[src/rtl/burst_read_pkg.sv]
package burst_read_pkg;

    typedef enum logic [1:0] {
        PS_ASYNC  = 2'd0,
        PS_WAIT   = 2'd1,
        PS_STREAM = 2'd2
    } port_state_e;

    typedef struct packed {
        logic valid;
        logic mode;
    } port_flags_t;

    localparam int DEF_ADDR_W       = 19;
    localparam int DEF_DATA_W       = 32;
    localparam int DEF_CFG_W        = 16;
    localparam int DEF_LAT_LSB      = 10;
    localparam int DEF_LAT_W        = 4;
    localparam int DEF_LAT_BASE     = 2;
    localparam int DEF_LAT_MAX_CODE = 7;
    localparam int DEF_STORE_AW     = 6;

    // Tag stored in the word array for a given entry index.
    function automatic logic [31:0] fill_tag(input int unsigned idx);
        return 32'(idx * 32'd37 + 32'd5);
    endfunction

endpackage

[src/rtl/burst_lat_decode.sv]
module burst_lat_decode #(
    parameter int LAT_W        = 4,
    parameter int LAT_BASE     = 2,
    parameter int LAT_MAX_CODE = 7,
    parameter int CNT_W        = 4
) (
    input  logic [LAT_W-1:0] lat_code,
    output logic [CNT_W-1:0] wait_init
);
    // Load value is the number of edges to wait minus one.
    always_comb begin
        if (int'(lat_code) > LAT_MAX_CODE)
            wait_init = CNT_W'(LAT_MAX_CODE + LAT_BASE - 1);
        else
            wait_init = CNT_W'(int'(lat_code) + LAT_BASE - 1);
    end
endmodule

[src/rtl/burst_word_store.sv]
module burst_word_store
    import burst_read_pkg::*;
#(
    parameter int ADDR_W   = DEF_ADDR_W,
    parameter int DATA_W   = DEF_DATA_W,
    parameter int STORE_AW = DEF_STORE_AW
) (
    input  logic [ADDR_W-1:0] rd_addr,
    output logic [DATA_W-1:0] rd_word
);
    localparam int TAG_W = DATA_W - ADDR_W;
    localparam int DEPTH = 1 << STORE_AW;

    logic [TAG_W-1:0] tag_mem [DEPTH];

    generate
        for (genvar i = 0; i < DEPTH; i++) begin : g_cell
            assign tag_mem[i] = TAG_W'(fill_tag(i));
        end
    endgenerate

    assign rd_word = {tag_mem[rd_addr[STORE_AW-1:0]], rd_addr};
endmodule

[src/rtl/burst_seq_ctrl.sv]
module burst_seq_ctrl
    import burst_read_pkg::*;
#(
    parameter int ADDR_W = DEF_ADDR_W,
    parameter int DATA_W = DEF_DATA_W,
    parameter int CNT_W  = 4
) (
    input  logic              clk,
    input  logic              rst,
    input  logic              adv_n,
    input  logic [ADDR_W-1:0] addr_in,
    input  logic [CNT_W-1:0]  wait_init,
    input  logic [DATA_W-1:0] fetch_word,
    output logic [ADDR_W-1:0] fetch_addr,
    output logic [DATA_W-1:0] rdata,
    output port_flags_t       flags
);
    port_state_e      state;
    logic [CNT_W-1:0] wait_cnt;

    always_ff @(posedge clk) begin
        if (rst) begin
            state       <= PS_ASYNC;
            wait_cnt    <= '0;
            fetch_addr  <= '0;
            rdata       <= '0;
            flags.valid <= 1'b0;
            flags.mode  <= 1'b0;
        end else if (!adv_n) begin
            state       <= PS_WAIT;
            wait_cnt    <= wait_init;
            fetch_addr  <= addr_in;
            rdata       <= '0;
            flags.valid <= 1'b0;
            flags.mode  <= 1'b1;
        end else begin
            unique case (state)
                PS_WAIT: begin
                    if (wait_cnt == '0) begin
                        rdata       <= fetch_word;
                        flags.valid <= 1'b1;
                        fetch_addr  <= fetch_addr + 1'b1;
                        state       <= PS_STREAM;
                    end else begin
                        wait_cnt <= wait_cnt - 1'b1;
                    end
                end
                PS_STREAM: begin
                    rdata      <= fetch_word;
                    fetch_addr <= fetch_addr + 1'b1;
                end
                default: begin
                    rdata       <= '0;
                    flags.valid <= 1'b0;
                end
            endcase
        end
    end
endmodule

[src/rtl/burst_read_port.sv]
module burst_read_port
    import burst_read_pkg::*;
#(
    parameter int ADDR_W       = DEF_ADDR_W,
    parameter int DATA_W       = DEF_DATA_W,
    parameter int CFG_W        = DEF_CFG_W,
    parameter int LAT_LSB      = DEF_LAT_LSB,
    parameter int LAT_W        = DEF_LAT_W,
    parameter int LAT_BASE     = DEF_LAT_BASE,
    parameter int LAT_MAX_CODE = DEF_LAT_MAX_CODE,
    parameter int STORE_AW     = DEF_STORE_AW
) (
    input  logic              clk,
    input  logic              rst,
    input  logic              adv_n,
    input  logic [ADDR_W-1:0] addr,
    input  logic [CFG_W-1:0]  ctrl_cfg,
    output logic [DATA_W-1:0] rdata,
    output logic              rvalid,
    output logic              burst_mode
);
    localparam int CNT_W = $clog2(LAT_MAX_CODE + LAT_BASE);

    logic [CNT_W-1:0]  wait_init;
    logic [ADDR_W-1:0] fetch_addr;
    logic [DATA_W-1:0] fetch_word;
    port_flags_t       flags;

    // Edge-select and other control bits have no effect here.
    logic unused_cfg_bits;
    assign unused_cfg_bits = ^{ctrl_cfg[CFG_W-1:LAT_LSB+LAT_W], ctrl_cfg[LAT_LSB-1:0]};

    burst_lat_decode #(
        .LAT_W(LAT_W), .LAT_BASE(LAT_BASE),
        .LAT_MAX_CODE(LAT_MAX_CODE), .CNT_W(CNT_W)
    ) u_dec (
        .lat_code (ctrl_cfg[LAT_LSB +: LAT_W]),
        .wait_init(wait_init)
    );

    burst_word_store #(
        .ADDR_W(ADDR_W), .DATA_W(DATA_W), .STORE_AW(STORE_AW)
    ) u_store (
        .rd_addr(fetch_addr),
        .rd_word(fetch_word)
    );

    burst_seq_ctrl #(
        .ADDR_W(ADDR_W), .DATA_W(DATA_W), .CNT_W(CNT_W)
    ) u_ctrl (
        .clk       (clk),
        .rst       (rst),
        .adv_n     (adv_n),
        .addr_in   (addr),
        .wait_init (wait_init),
        .fetch_word(fetch_word),
        .fetch_addr(fetch_addr),
        .rdata     (rdata),
        .flags     (flags)
    );

    assign rvalid     = flags.valid;
    assign burst_mode = flags.mode;
endmodule

[config.mk]
export PLATFORM = sky130hd
export DESIGN_NAME = burst_read_port
export DESIGN_NICKNAME = d
export VERILOG_FILES = /design/src/rtl/burst_read_pkg.sv /design/src/rtl/burst_lat_decode.sv /design/src/rtl/burst_word_store.sv /design/src/rtl/burst_seq_ctrl.sv /design/src/rtl/burst_read_port.sv
export SDC_FILE = /design/constraint.sdc
export NUM_CORES = 1
export LEC_CHECK = 0
export ABC_AREA = 0
export CORE_MARGIN = 10
export CORE_UTILIZATION = 55
export CTS_BUF_LIST = sky130_fd_sc_hd__clkbuf_4 sky130_fd_sc_hd__clkbuf_8 sky130_fd_sc_hd__clkbuf_16
export CTS_CLUSTER_SIZE = 10
export DETAILED_ROUTE_END_ITERATION = 6
export PLACE_DENSITY = 0.84
export SETUP_SLACK_MARGIN = 0.15
export SLEW_MARGIN = 20
export SYNTH_ARGS = -nofsm -noshare
export SYNTH_HDL_FRONTEND = slang
export SYNTH_HIERARCHICAL = 1
export SYNTH_SLANG_ARGS = --single-unit
[constraint.sdc]
create_clock -name clk -period 3.9 [get_ports clk]
set_input_delay 0.975 -clock clk [delete_from_list [all_inputs] [get_ports clk]]
set_output_delay 0.975 -clock clk [all_outputs]
set_load 0.02 [all_outputs]
== Yosys cells after proc, flatten, opt, wreduce, memory -nomap -nowiden ==
Memories as Yosys holds them, arrays and structs flattened.
Cells that the tools add are included.

* Register bits after elaboration: 59
* Memory bits (read-only): 832
* Input port bits: 38
* Output and inout bits: 34
* Memories kept: 1

{| class="wikitable"
|+ Memory list
! name !! depth !! bits a word !! read ports !! clocked after memory_dff !! wr ports !! line !! source
|-
| (no name shown) || 64 || 13 || 1 || 0 || 0 || burst_word_store.sv:22 || <nowiki>assign rd_word = {tag_mem[rd_addr[STORE_AW-1:0]], rd_addr};</nowiki>
|}

* Add/subtract/negate cells: 4
* $lt $le $gt $ge: 2
* Equal/unequal tests: 8
* Mux-type cells: 16
* Bitwise gates (word level): 3
* Reductions and logical operators: 7

{| class="wikitable"
|+ Operator list
! cell !! number
|-
| 32-bit case mux with 2 select lines || 1
|-
| 19-bit 2-to-1 mux || 2
|-
| 19-bit case mux with 2 select lines || 1
|-
| 32-bit 2-to-1 mux || 1
|-
| 13-bit 2-to-1 mux || 2
|-
| 19-bit by 1-bit adder with 19-bit output (second input constant) || 1
|-
| 4-bit 2-to-1 mux || 4
|-
| 2-bit AND reduction || 5
|-
| 7-bit >= comparator (second input constant) || 1
|-
| 6-bit NOT with 7-bit output || 1
|-
| 2-bit by 1-bit inequality test with 1-bit output (second input constant) || 3
|-
| 4-bit by 2-bit adder with 4-bit output (second input constant) || 1
|-
| 4-bit by 3-bit > comparator with 1-bit output (second input constant) || 1
|-
| 4-bit logical NOT || 1
|-
| 1-bit 2-to-1 mux || 4
|-
| 4-bit by 1-bit subtractor with 4-bit output (second input constant) || 1
|-
| 4-bit by 2-bit subtractor with 4-bit output (second input constant) || 1
|-
| 3-bit by 1-bit inequality test with 1-bit output (second input constant) || 1
|-
| 3-bit by 2-bit inequality test with 1-bit output (second input constant) || 1
|-
| 2-bit by 1-bit equality test with 1-bit output (second input constant) || 1
|-
| 2-bit equality test (second input constant) || 1
|-
| 2-bit inequality test (second input constant) || 1
|-
| 1-bit NOT || 2
|-
| 1-bit case mux with 2 select lines || 1
|-
| 2-bit OR reduction || 1
|}

== Depth between registers and ports, before layout ==
Gate-level depths: netlist (run 1).

* Word-level depth: 6
* Mapped depth: 9
* Mapped depth without buffers: 8

== Hierarchy ==
The synthesis (run 1) kept the hierarchy.

{| class="wikitable"
|+ By module, submodules not included
! module !! times used !! cells an instance !! area an instance (um2) !! seq. area each (um2)
|-
| burst_seq_ctrl || 1 || 326 || 2,740.1 || 1,181.1
|-
| burst_word_store || 1 || 124 || 850.8 || 0.0
|-
| burst_lat_decode || 1 || 6 || 43.8 || 0.0
|}

== Least setup slack after synthesis (run 1) ==
Ideal clock, no wire load.

* Kind: register -> register
* Start: register u_ctrl.fetch_addr[0]
* End: register u_ctrl.rdata[25]
* Setup time: 0.070 ns
* Arrival: 1.996 ns
* Data required time: 3.830 ns
* Slack: 1.834 ns
* Stages on the path, launching flop included: 9
* Buffers on the path: 0
* Clock period less this slack: 2.066 ns
* Cells stage by stage: dfxtp_1 -> inv_1 -> ha_1 -> or3b_2 -> a21oi_1 -> a2111oi_0 -> a21oi_1 -> nand3b_1 -> a21oi_1

* Cells in the longest elaborated chain, start to end: 6

{| class="wikitable"
|+ RTL lines
! element !! line !! source
|-
| from (decl) || burst_seq_ctrl.sv:14 || <nowiki>output logic [ADDR_W-1:0] fetch_addr,</nowiki>
|-
| from (signal assigned) || burst_seq_ctrl.sv:32 || <nowiki>fetch_addr <= addr_in;</nowiki>
|-
| from (signal assigned) || burst_seq_ctrl.sv:42 || <nowiki>fetch_addr <= fetch_addr + 1'b1;</nowiki>
|-
| from (signal assigned) || burst_seq_ctrl.sv:50 || <nowiki>fetch_addr <= fetch_addr + 1'b1;</nowiki>
|-
| 6-bit NOT with 7-bit output (not written as such) * || burst_word_store.sv:22 ||
|-
| memory read 64 x 13 bit * || - ||
|-
| 13-bit 2-to-1 mux (not written as such) * (2 in series) || burst_word_store.sv:22 ||
|-
| via fetch_word[25] || burst_read_port.sv:26 || <nowiki>logic [DATA_W-1:0] fetch_word;</nowiki>
|-
| 32-bit 2-to-1 mux || burst_seq_ctrl.sv:39 || <nowiki>if (wait_cnt == '0) begin</nowiki>
|-
| 32-bit case mux with 2 select lines * || burst_seq_ctrl.sv:37 || <nowiki>unique case (state)</nowiki>
|-
| to (signal assigned) || burst_seq_ctrl.sv:40 || <nowiki>rdata <= fetch_word;</nowiki>
|-
| to (signal assigned) || burst_seq_ctrl.sv:49 || <nowiki>rdata <= fetch_word;</nowiki>
|-
| to (decl) || burst_seq_ctrl.sv:15 || <nowiki>output logic [DATA_W-1:0] rdata,</nowiki>
|}

Mark *: on every way through the listed nets, which the timed path passes. The rest lies on a longest branch. The select of a mux whose other input is x is not followed.
A chain may end at the register's enable or synchronous reset.

== Final worst setup path (run 1) ==
* Start: register u_ctrl.fetch_addr[1]
* End: register u_ctrl.rdata[25]

The elaborated chain is that of the path after synthesis.

==> reports/qor.csv, run 1 <==
stage;metric;value;unit
run_status;status;finished, final reports clean;
yosys;syn_avg_cell_area;7.97;µm²
yosys;ys_ff_latch;59;
place;place_congestion;0.823;
pwr;p_leak;1.38;nW
timing;min_period_over_period;65.8;%
floorplan;die_y;101;µm
yosys;synth_edf_count;0;
floorplan;rows;29;
clock_network;cts_resized;0;
final_layout;nets;523;
floorplan;start_util;56.9;%
pwr;pwr-share-clk;36.8;%
grt;grt_max_degree;40;
clock_network;clock-sinks;59;
clock_network;cts_buffers;9;
clock_network;clkSlewWorstSetupHoldPaths;0.07;ns
timing;tns;0;ns
yosys;syn_nets;505;
timing;rsz0062_at_grt;no;
drt;wl_met1;3750;µm
clock_network;cts_root_buffer;clkbuf_8;
final_layout;final_cells;556;
setup_path;crit_family;flip-flops;
timing;clock_skew;0.00444;ns
setup_path;cp_max_fo;17;
grt;grt_pass1_vias;3107;
final_layout;area_growth_syn_to_layout;16.2;%
clock_network;clk_latency;0.34;ns
grt;grt_pass1_wl;14400;µm
drt;viasPerCell;6.03;
drt;met3_wirelength;475;µm
clock_network;cts_max_level;3;
hold_path;hp-class;reg2reg;
final_layout;layout.cells.most_common;clkdlybuf4s50_1;
setup_path;critical_path_arrival;2.84;ns
clock_network;post_cts_buffers;0;
setup_path;slowest_stage;dfxtp_1;
timing;hold_viol_final;0;
floorplan;die_x;101;µm
job;maxCapViolations;0;
drt;finalWirelength;8620;µm
timing;max_slew_margin;29.0;%
setup_path;crit_top_cell;a21oi_1;
place;place_hpwl;5970;µm
setup_path;critPathRequiredTime;4.17;ns
clock_network;cts_hold_buf;0;
pwr;p_per_area;360;mW/mm²
yosys;ys_warn_count;6;
drt;firstDrtPassIters;5;
setup_path;cp-start-kind;flip-flop;
setup_path;crit_chain;inv_1, ha_1, or3b_2, a21oi_1, a2111oi_0, a21oi_1, nand3b_1, a21oi_1;
yosys;synth_ff_type;dfxtp_1;
timing;timing.fmax;390;MHz
final_layout;final_cell_mix;clkdlybuf4s50_1 (59), dfxtp_1 (58), nand2_1 (50);
pwr;intPower;1.08;mW
timing;tightest_slew;1.06;ns
grt;antenna_found_initial;0;
yosys;synth_cells;456;
drt;routed-wl-met2;4260;µm
drt;ant_nets;0;
grt;grt.overflow.total;0;
setup_path;worstSetupPathType;reg2reg;
setup_path;reg2reg_slack;1.33;ns
pwr;p_sw_share;28.9;%
grt;grt_usage;17.0;%
place;place_inst;540;
setup_path;slowest_delay;0.69;ns
timing;period_needed;2.57;ns
setup_path;crit_path_end_kind;flip-flop;
drt;route.top_layer_used;met4;
final_layout;drive_gt1_share;6.26;%
setup_path;crit_buf_inv;1;
timing;drv_slew;0;
place;portBuffers;59;
pwr;netSwitchingPower;0.439;mW
floorplan;fp.dieArea;0.0103;mm²
drt;drtIter0Drc;173;
drt;num_vias;3350;
yosys;synth_cell_types;56;
pwr;ir_drop;206;µV
clock_network;cts_tree;yes;
yosys;synthArstFlopShare;0;%
drt;wl_per_cell;15.5;µm
pwr;pwr-share-seq;44.0;%
floorplan;ios;72;
floorplan;core_area;0.00639;mm²
final_layout;num_antenna_cells;0;
yosys;seq_area_frac_synth;32.5;%
drt;drc;0;
final_layout;fillCellCount;534;
clock_network;cts.path.max_buffers;2;
yosys;syn_area;0.00363;mm²
pwr;combPwrFrac;19.3;%
timing;setup_viol_count_final;0;
final timing paths:
path | start | endpoint | cells after the start
worst max-delay path | u_ctrl/fetch_addr[1] | u_ctrl/rdata[25] | 8
worst min-delay path | u_ctrl/flags[0] | u_ctrl/flags[0] | 2
worst max register to register | u_ctrl/fetch_addr[1] | u_ctrl/rdata[25] | 8
worst min register to register | u_ctrl/flags[0] | u_ctrl/flags[0] | 2
final cells by class:
| cell class | count | area [µm²] | share of cell area (%) |
|---|---|---|---|
| Clock inverter | 5 | 52.6 | 1.24 |
| Tap cell | 77 | 96.3 | 2.28 |
| Multi-Input combinational cell | 327 | 2060 | 48.8 |
| Clock buffer | 11 | 145 | 3.44 |
| Timing Repair Buffer | 66 | 643 | 15.2 |
| Sequential cell | 59 | 1180 | 28.0 |
| Inverter | 11 | 41.3 | 0.977 |
tightest hold or removal path, cell delays in order, from the launching register on:
cell and delay [ns]:
dfxtp_1 0.31, inv_1 0.05, a21oi_1 0.05
power groups by stage:
stage	Clock, mW	Combinational, mW	Sequential [mW]
3_3_place_gp	0	0.284	0.680
6_report	0.559	0.293	0.669
5_1_grt	0.597	0.322	0.675
2_1_floorplan	0	0.229	0.678
3_5_place_dp	0	0.291	0.681
4_1_cts	0.572	0.292	0.668
kinds of logic after synthesis:
logic type	count (synthesis)	share of synthesized area, %
fa+ha+maj	11	3.79
compound gates	119	21.0
simple gates	178	26.9
xor+xnor	10	2.41
mux	8	2.58
other cells	1	0.103
buf+inv	70	10.7
flops	59	32.5
cell usage after synthesis (8+ instances only):
cell      count  area (µm²)
a311oi_1     14         123
inv_1        11        41.3
o31ai_1      10        75.1
a211oi_1     12        90.1
nand2_1      50         188
buf_4        22         165
nand3b_1     33         248
or4_1         8        60.1
ha_1         11         138
nor2_1       35         131
clkbuf_1     24        90.1
dfxtp_1      59        1180
nand3_1      13        65.1
a21oi_1      45         225
o21ai_0      16        80.1
sequential cells by signal, indices dropped and copies added, names as in the netlist:
name               cells
u_ctrl/fetch_addr     19
u_ctrl/flags           2
u_ctrl/rdata          32
u_ctrl/state           2
u_ctrl/wait_cnt        4
layer usage:
metal  up-vias  GRT usage (%)
met1      1589           20.6
met3        10           5.11
met5         -              0
met4         0           7.07
met2        99           27.3
li1       1652              -
metrics by stage:
step	instance area (µm²)	power, mW	setup slack, ns	hold slack [ns]	utilization [%]
global route	4220	1.59	1.13	0.472	66.1
detailed placement	4030	0.972	1.18	0.442	63.0
finish	4220	1.52	1.33	0.446	66.1
global placement	4030	0.964	1.20	0.436	63.0
CTS	4220	1.53	1.24	0.451	66.1
floorplan	3630	0.907	1.83	0.453	-
Note: power is estimated with default switching activity, not from simulation.
==> run 2, diff against run 1 <==
--- a/config.mk
+++ b/config.mk
@@ -7,11 +7,11 @@
 export LEC_CHECK = 0
 export ABC_AREA = 0
 export CORE_MARGIN = 10
-export CORE_UTILIZATION = 55
+export CORE_UTILIZATION = 47
 export CTS_BUF_LIST = sky130_fd_sc_hd__clkbuf_4 sky130_fd_sc_hd__clkbuf_8 sky130_fd_sc_hd__clkbuf_16
 export CTS_CLUSTER_SIZE = 10
 export DETAILED_ROUTE_END_ITERATION = 6
-export PLACE_DENSITY = 0.84
+export PLACE_DENSITY = 0.77
 export SETUP_SLACK_MARGIN = 0.15
 export SLEW_MARGIN = 20
 export SYNTH_ARGS = -nofsm -noshare
==> constraint.sdc (replaced) <==
create_clock -name clk -period 2.25 [get_ports clk]
set_input_delay 0.5625 -clock clk [delete_from_list [all_inputs] [get_ports clk]]
set_output_delay 0.5625 -clock clk [all_outputs]
set_load 0.02 [all_outputs]
==> run 2 against run 1 <==
  * Register-to-register slack got worse by 1.1 ns
  * First-iteration DRC count fell by 9.2%
  * Critical path type unchanged
  * Power rose by 75%
  * Largest cell class unchanged
  * Highest routed layer unchanged
  * Clock skew rose by 0.0027 ns
==> reports/qor.csv, run 2 (synthesis gave the netlist of run 1 again) <==
stage;metric;value;unit;change
clock_network;cts.path.max_buffers;2;;unchanged
pwr;pwr-share-clk;35.9;%;-0.9 points
pwr;combPwrFrac;21.3;%;+2.0 points
pwr;netSwitchingPower;0.777;mW;+77%
drt;finalWirelength;9000;µm;+4.5%
setup_path;critPathCapture;u_ctrl/fetch_addr[13];;
job;maxCapViolations;0;;unchanged
timing;max_slew_margin;64.2;%;+35 points
clock_network;clk_latency;0.34;ns;about the same
timing;min_period_over_period;89.8;%;+24 points
grt;grt_max_degree;50;;+25%
grt;grt_pass1_wl;15200;µm;+5.3%
clock_network;cts_tree;yes;;
timing;timing.fmax;495;MHz;+27%
setup_path;rr_startpoint;u_ctrl/wait_cnt[0];;
clock_network;clock-sinks;59;;unchanged
final_layout;final_cell_mix;clkdlybuf4s50_1 (59), dfxtp_1 (59), nand2_1 (50);;
final_layout;area_growth_syn_to_layout;22.7;%;
clock_network;cts_buffers;9;;unchanged
grt;grt_usage;15.6;%;-1.4 points
final_layout;reg_top3;u_ctrl/rdata: 32 flops, u_ctrl/fetch_addr: 19 flops, u_ctrl/wait_cnt: 4 flops;;
floorplan;die_y;108;µm;+6.6%
setup_path;crit_start;u_ctrl/wait_cnt[0];;
setup_path;crit_chain;inv_1, ha_4, and4bb_2, o211ai_1, buf_4, or4_1, a311oi_2;;
timing;setup_viol_count_final;0;;unchanged
grt;grt_pass1_vias;3346;;+7.7%
setup_path;reg2reg_depth;7;;-1
setup_path;critPathRequiredTime;2.51;ns;-1.66 ns
timing;rsz0062_at_grt;yes;;
run_status;status;finished, final reports clean;;
setup_path;cp.depth;7;;-1
final_layout;fillCellCount;703;;+32%
setup_path;critical_path_arrival;2.28;ns;-0.56 ns
final_layout;nets;540;;+3.3%
final_layout;largest_reg_flops;32;;unchanged
setup_path;slowest_stage;or4_1;;
final_layout;stdcell_area;0.00446;mm²;+5.6%
timing;clock_skew;0.00714;ns;+0.00269 ns
final_layout;top_register;u_ctrl/rdata;;
pwr;ir_drop;291;µV;+42%
hold_path;hp-class;reg2reg;;
timing;drv_slew;0;;unchanged
floorplan;die_x;108;µm;+6.6%
drt;drtIter0Drc;157;;-9.2%
clock_network;cts_hold_buf;0;;unchanged
pwr;pwr-share-seq;42.8;%;-1.2 points
pwr;total_power;2.67;mW;+75%
pwr;p_per_area;598;mW/mm²;+66%
drt;drc;0;;unchanged
final_layout;final_util;58.6;%;-7.5 points
hold_path;hp-start;u_ctrl/flags[0];;
floorplan;ios;72;;unchanged
drt;viasPerCell;5.61;;-6.9%
clock_network;cts_root_buffer;clkbuf_8;;
floorplan;fp.dieArea;0.0117;mm²;+14%
final_layout;num_antenna_cells;0;;unchanged
place;portBuffers;59;;unchanged
timing;tns;0;ns;unchanged
floorplan;rows;32;;+10%
drt;ant_nets;0;;unchanged
setup_path;cp-start-kind;flip-flop;;
drt;firstDrtPassIters;4;;-1
timing;period_needed;2.02;ns;-0.544 ns
timing;finalWorstSetupSlack;0.229;ns;-1.11 ns
place;place_congestion;0.868;;+5.4%
setup_path;r2r-end;u_ctrl/fetch_addr[13];;
drt;num_vias;3356;;+0.18%
place;place_hpwl;6090;µm;+2.1%
setup_path;cp_max_fo;6;;-11
setup_path;reg2reg_slack;0.23;ns;-1.11 ns
setup_path;worstSetupPathType;reg2reg;;
floorplan;start_util;47.8;%;-9.1 points
final_layout;drive_gt1_share;10.7;%;+4.4 points
grt;grt.overflow.total;0;;unchanged
pwr;intPower;1.89;mW;+75%
timing;hold_viol_final;0;;unchanged
setup_path;slowest_delay;0.49;ns;-0.20 ns
clock_network;clkSlewWorstSetupHoldPaths;0.07;ns;about the same
setup_path;crit_family;simple AND/OR/NAND/NOR gates;;
pwr;p_sw_share;29.1;%;+0.30 points
place;pre_cts_slack;0.105;ns;-1.08 ns
setup_path;crit_path_end_kind;flip-flop;;
clock_network;cts_max_level;3;;unchanged
grt;antenna_found_initial;0;;unchanged
floorplan;core_area;0.00761;mm²;+19%
drt;wl_per_cell;15.1;µm;-2.8%
place;placed_cell_area;0.00418;mm²;+3.8%
timing;tightest_slew;0.536;ns;-0.526 ns
pwr;p_leak;1.48;nW;+7.3%
setup_path;crit_buf_inv;2;;+1
run 2: changes by cell type in the layout (fill, tap and decap cells not counted), sizes merged:
cell / change
clkbuf: -1
clkdlybuf4s15: +1
buf: +16
clkinvlp: -1
clkinv: +2
run 2: layout make-up:
class,instances,area (µm²),area share (%)
Multi-Input combinational cell,327,2110,47.4
Sequential cell,59,1180,26.5
Timing Repair Buffer,83,803,18.0
Clock buffer,10,138,3.09
Tap cell,102,128,2.86
Clock inverter,6,55.1,1.23
Inverter,11,41.3,0.926
run 2: how the worst min path moves through the flow:
stage | endpoint | cells after the start
after floorplan | u_ctrl/state[1] | 2
after global placement | u_ctrl/flags[0] | 2
after detailed placement | u_ctrl/rdata[20] | 2
after CTS | u_ctrl/flags[0] | 2
after global routing | u_ctrl/rdata[21] | 2
final | u_ctrl/flags[0] | 2
run 2: worst reg2reg max path, cell delays in order, from the launching register on:
cell	delay [ns]
dfxtp_1	0.33
inv_1	0.11
ha_4	0.17
and4bb_2	0.25
o211ai_1	0.13
buf_4	0.21
or4_1	0.49
a311oi_2	0.24
run 2: through the flow:
| step | hold WS [ns] | instances |
|---|---|---|
| global placement | 0.434 | 578 |
| finish | 0.447 | 598 |
| CTS | 0.454 | 595 |
| global route | 0.468 | 598 |
| detailed placement | 0.446 | 578 |
| floorplan | 0.453 | 456 |
run 2: routing by layer:
layer | track usage (%) | share of wire [%]
met3 | 3.69 | 5.6
met1 | 17.9 | 43
met4 | 6.39 | 1.7
met5 | 0 | 0
met2 | 27.1 | 50
run 2: power groups by stage:
stage	registers [mW]	logic, mW	clock network, mW
3_5_place_dp	1.16	0.548	0
2_1_floorplan	1.18	0.396	0
5_1_grt	1.15	0.628	1.02
6_report	1.14	0.568	0.958
3_3_place_gp	1.16	0.532	0
4_1_cts	1.14	0.553	0.972
run 2: what timing repair did:
| action | 4_1_cts | 5_1_grt |
|---|---|---|
| setup endpoints to repair | 3 | 7 |
| cloned | 0 | 1 |
| pin swaps | 1 | 2 |
| resized for setup | 1 | 10 |
| setup buffers | 1 | 2 |
